<file path="src/rtl/hs_pkg.sv">
package hs_pkg;

  typedef enum logic [2:0] {
    ST_IDLE  = 3'd0,
    ST_FETCH = 3'd1,
    ST_UNIT  = 3'd2,
    ST_WRITE = 3'd3,
    ST_DONE  = 3'd4,
    ST_RTZ   = 3'd5
  } hs_state_t;

endpackage

</file>
<file path="src/rtl/hs_seq_fsm.sv">
module hs_seq_fsm
  import hs_pkg::*;
(
  input  logic      clk,
  input  logic      rst,
  input  logic      go_req,
  input  logic      unit_ack,
  input  logic      wb_ack,
  output hs_state_t state_q,
  output hs_state_t state_d
);

  always_comb begin
    state_d = state_q;
    unique case (state_q)
      ST_IDLE:  if (go_req)                state_d = ST_FETCH;
      // an acknowledge already high counts as stale: wait for it to clear
      ST_FETCH: if (!unit_ack)             state_d = ST_UNIT;
      ST_UNIT:  if (unit_ack && !wb_ack)   state_d = ST_WRITE;
      ST_WRITE: if (wb_ack)                state_d = ST_DONE;
      ST_DONE:                             state_d = ST_RTZ;
      ST_RTZ:   if (!go_req && !unit_ack && !wb_ack) state_d = ST_IDLE;
      default:                             state_d = ST_IDLE;
    endcase
  end

  always_ff @(posedge clk) begin
    if (rst) state_q <= ST_IDLE;
    else     state_q <= state_d;
  end

endmodule

</file>
<file path="src/rtl/hs_out_reg.sv">
module hs_out_reg
  import hs_pkg::*;
#(
  parameter int N_SRC = 2
) (
  input  logic             clk,
  input  logic             rst,
  input  hs_state_t        state_d,
  output logic [N_SRC-1:0] src_req,
  output logic             unit_req,
  output logic             wb_req,
  output logic             go_ack
);

  logic src_on, unit_on, wb_on, ack_on;

  always_comb begin
    src_on  = (state_d == ST_FETCH) || (state_d == ST_UNIT) ||
              (state_d == ST_WRITE) || (state_d == ST_DONE);
    unit_on = (state_d == ST_UNIT) || (state_d == ST_WRITE) ||
              (state_d == ST_DONE);
    wb_on   = (state_d == ST_WRITE) || (state_d == ST_DONE);
    ack_on  = (state_d == ST_DONE) || (state_d == ST_RTZ);
  end

  for (genvar i = 0; i < N_SRC; i++) begin : g_src
    always_ff @(posedge clk) begin
      if (rst) src_req[i] <= 1'b0;
      else     src_req[i] <= src_on;
    end
  end

  always_ff @(posedge clk) begin
    if (rst) begin
      unit_req <= 1'b0;
      wb_req   <= 1'b0;
      go_ack   <= 1'b0;
    end else begin
      unit_req <= unit_on;
      wb_req   <= wb_on;
      go_ack   <= ack_on;
    end
  end

endmodule

</file>
<file path="src/rtl/proc_hs_ctrl.sv">
module proc_hs_ctrl
  import hs_pkg::*;
#(
  parameter int N_SRC = 2
) (
  input  logic             clk,
  input  logic             rst,
  input  logic             go_req,
  output logic             go_ack,
  output logic [N_SRC-1:0] src_req,
  output logic             unit_req,
  input  logic             unit_ack,
  output logic             wb_req,
  input  logic             wb_ack
);

  hs_state_t state_q, state_d;

  hs_seq_fsm u_fsm (
    .clk      (clk),
    .rst      (rst),
    .go_req   (go_req),
    .unit_ack (unit_ack),
    .wb_ack   (wb_ack),
    .state_q  (state_q),
    .state_d  (state_d)
  );

  hs_out_reg #(.N_SRC(N_SRC)) u_out (
    .clk      (clk),
    .rst      (rst),
    .state_d  (state_d),
    .src_req  (src_req),
    .unit_req (unit_req),
    .wb_req   (wb_req),
    .go_ack   (go_ack)
  );

endmodule

</file>
<file path="config.mk">
export PLATFORM = sky130hd
export DESIGN_NAME = proc_hs_ctrl
export DESIGN_NICKNAME = d
export VERILOG_FILES = /design/src/rtl/hs_pkg.sv /design/src/rtl/hs_seq_fsm.sv /design/src/rtl/hs_out_reg.sv /design/src/rtl/proc_hs_ctrl.sv
export SDC_FILE = /design/constraint.sdc
export NUM_CORES = 1
export LEC_CHECK = 0
export BUFFER_PORTS_ARGS = -buffer_cell sky130_fd_sc_hd__buf_2
export CORE_AREA = 2 2 39 41
export CTS_CLUSTER_SIZE = 16
export DETAILED_ROUTE_END_ITERATION = 10
export DIE_AREA = 0 0 41 43
export GPL_TIMING_DRIVEN = 0
export HOLD_SLACK_MARGIN = 0.15
export PLACE_DENSITY = 0.48
export SLEW_MARGIN = 10
export SYNTH_ARGS = -nofsm -noshare
export SYNTH_HDL_FRONTEND = slang
export SYNTH_HIERARCHICAL = 1
export SYNTH_SLANG_ARGS = --single-unit
</file>
<file path="constraint.sdc">
create_clock -name clk -period 1.4 [get_ports clk]
set_clock_uncertainty 0.1 [all_clocks]
set_input_delay 0.07 -clock clk [delete_from_list [all_inputs] [get_ports clk]]
set_output_delay 0.07 -clock clk [all_outputs]
set_load 0.02 [all_outputs]
</file>
==> out/results.ini <==
[finish]
final_area_um2=524
regArea_um2=146
antenna_cells=0
area_growth_pct=62.4
fill_cells=148
multi_input_area_um2=239
nets=57
drive_above_1_share_pct=72.5

[setup_path]
cp-end-kind=flip-flop
r2r-end=u_out/unit_req
cpPeakStageDelay_ns=0.40
critPathSlowestCell=or3b_4
crit_family=simple AND/OR/NAND/NOR gates
path_cells=and2b_2 -> a211oi_2 -> or2_4 -> or3b_4 -> a21oi_2
r2r_cells=5
rr_startpoint=u_fsm/state_q[0]
crit_fanout=4
cp_num_buf_inv=0
crit_arrival_ns=1.68
worstSetupStartpointType=flip-flop
rrSetupSlack_ns=-0.20
critPathKind=flip-flop to flip-flop
crit_required_ns=1.48
critPathLaunch=u_fsm/state_q[0]

[logic_synthesis]
yosysSeqAreaShare_pct=43.4
synth-warning-count=6
syn_inst=33
netlist_area_um2=323
synth_nets=38
yosys-top-cells-area=dfxtp_1, a21oi_1, a221oi_2
synth_cell_type_count=22
syn_avg_cell_area_um2=9.78
synth-seq-cells=7
synth_top_area_share_pct=43.4
synth.largest_area_cell=dfxtp_1

[clock_tree]
clock_latency_ns=0.25
root_buffer=clkbuf_4
h-tree-depth=1
numCtsBuffers=3
clkTransAtPathRegs_ns=0.05
cts_tree=built
numClockSinks=7
clk_path_buf_depth=2

[sta]
final_hold_viol_count=0
hold_slack_ns=0.138
setup_viol=3
maxSlewHeadroom_pct=81.9
final.setup.worst_slack_ns=-0.196
setup_tns_ns=-0.584
drv_slew=0
tightest_slew_ns=0.264
rsz0062_at_grt=true
period_share_pct=114
layout_min_cycle_time_ns=1.60
fmax_mhz=626

[placement]
place_ws_ns=-0.210
io_buffer_count=9
gp_congestion=0.654
dp_hpwl_um=463
dpl_cell_area_um2=400

[die]
die_x_um=41
die_height_um=43
io_pins=10
die-area_um2=1760
initial_core_util_pct=23.3
core_region_area_um2=1380
placementRows=14

[worst_hold_path]
holdPathEnd=u_fsm/state_q[0]
hold_start=wb_ack
hold_path_depth=3
hp-class=input port to flip-flop

[global_route]
antenna_found_initial=0
grt_overflow=0
grt_max_degree=8
grtUsageTotal_pct=10.7
grt_pass1_wl_um=1210
grt_pass1_vias=304

[power_and_ir_drop]
power_leakage_uw=0.000211
ir_drop_v=0.000428
p_per_area_nw_per_um2=1140

[drt]
drt_iter0_drc=0
drcViolationCount=0
ant_nets=0
dr_total_vias=313
wl_um=723
wire_per_inst_um=10.8
vias_per_cell=4.67
dr.pass1.iters=1

[run_status]
status=finished, violations left
violations=negative setup slack

[flow_run]
drv_cap=0

## registers in the layout, indices dropped and copies added (netlist names)
register	flops
u_out/src_req	1
u_out/go_ack	1
u_out/wb_req	1
u_fsm/state_q	3
u_out/unit_req	1
## layout make-up
class	instances	area share [%]
Buffer	1	1.43
Tap cell	16	3.82
Timing Repair Buffer	14	16.2
Sequential cell	7	27.9
Multi-Input combinational cell	25	45.6
Clock buffer	4	5.01
## stage by stage
step           instances  utilization, %  power [uW]
2_1_floorplan         33               -         332
3_3_place_gp          58            28.9         368
3_5_place_dp          58            28.9         368
4_1_cts               65            34.6         589
5_1_grt               67            37.9         636
6_report              67            37.9         597
## worst min-delay path: cells and delay by family
kind                   cells  cell delay, ns
AOI/OAI and AO/OA          1            0.18
buffers and inverters      1            0.13
and+or+nand+nor            1            0.07
## cell usage after synthesis (all sizes together)
cell	instances
nand2b	1
nor3	2
a221oi	1
o21ba	1
mux2i	1
a211oi	1
o21bai	1
buf	1
nor3b	1
dfxtp	7
or2	1
nor2	3
nor4b	1
o21ai	1
and3	1
or2b	1
nor4	1
a21oi	3
nand3b	1
or3b	1
and2b	2
## cell families (layout without fill, tap and decap cells)
kind of cell | Yosys count | count (layout) | share of synthesized area [%]
compound gates | 8 | 8 | 18.6
buf+inv | 1 | 19 | 2.33
flops | 7 | 7 | 43.4
mux | 1 | 1 | 3.10
simple gates | 16 | 16 | 32.6
## worst max-delay path by stage
stage                          end  depth (start not counted)
detailed placement  u_out/unit_req                          5
floorplan             u_out/wb_req                          4
global placement      u_out/wb_req                          4
global route        u_out/unit_req                          5
finish              u_out/unit_req                          5
CTS                 u_out/unit_req                          5
## where the power goes
part / total, uW / switching [uW] / internal (uW)
Clock: 177 / 68.1 / 108
Combinational: 184 / 88.8 / 94.8
Sequential: 237 / 16.2 / 221
## metal layers
layer  up-vias  wire length [um]  track usage, %
met5         -                 0               0
met3         2                37            3.14
met1       144               303            11.1
met2        10               369            15.9
met4         0                12            10.0
li1        157                 -               -
## placed cells by master, fill, tap and decap left out, types with 2 or more instances in the layout
| master | instances |
|---|---|
| buf_2 | 9 |
| and2b_2 | 2 |
| buf_4 | 5 |
| dfxtp_2 | 2 |
| clkbuf_4 | 3 |
| a21oi_2 | 3 |
| nor2_2 | 2 |
| dfxtp_1 | 4 |
## what timing repair did
action	4_1_cts	5_1_grt
setup buffers	3	1
gates resized for setup	7	6
hold endpoints to repair	7	7
setup endpoints to repair	3	4
pin swaps	1	1
gates cloned	0	0
No activity file was read; power rests on OpenSTA's default activity.
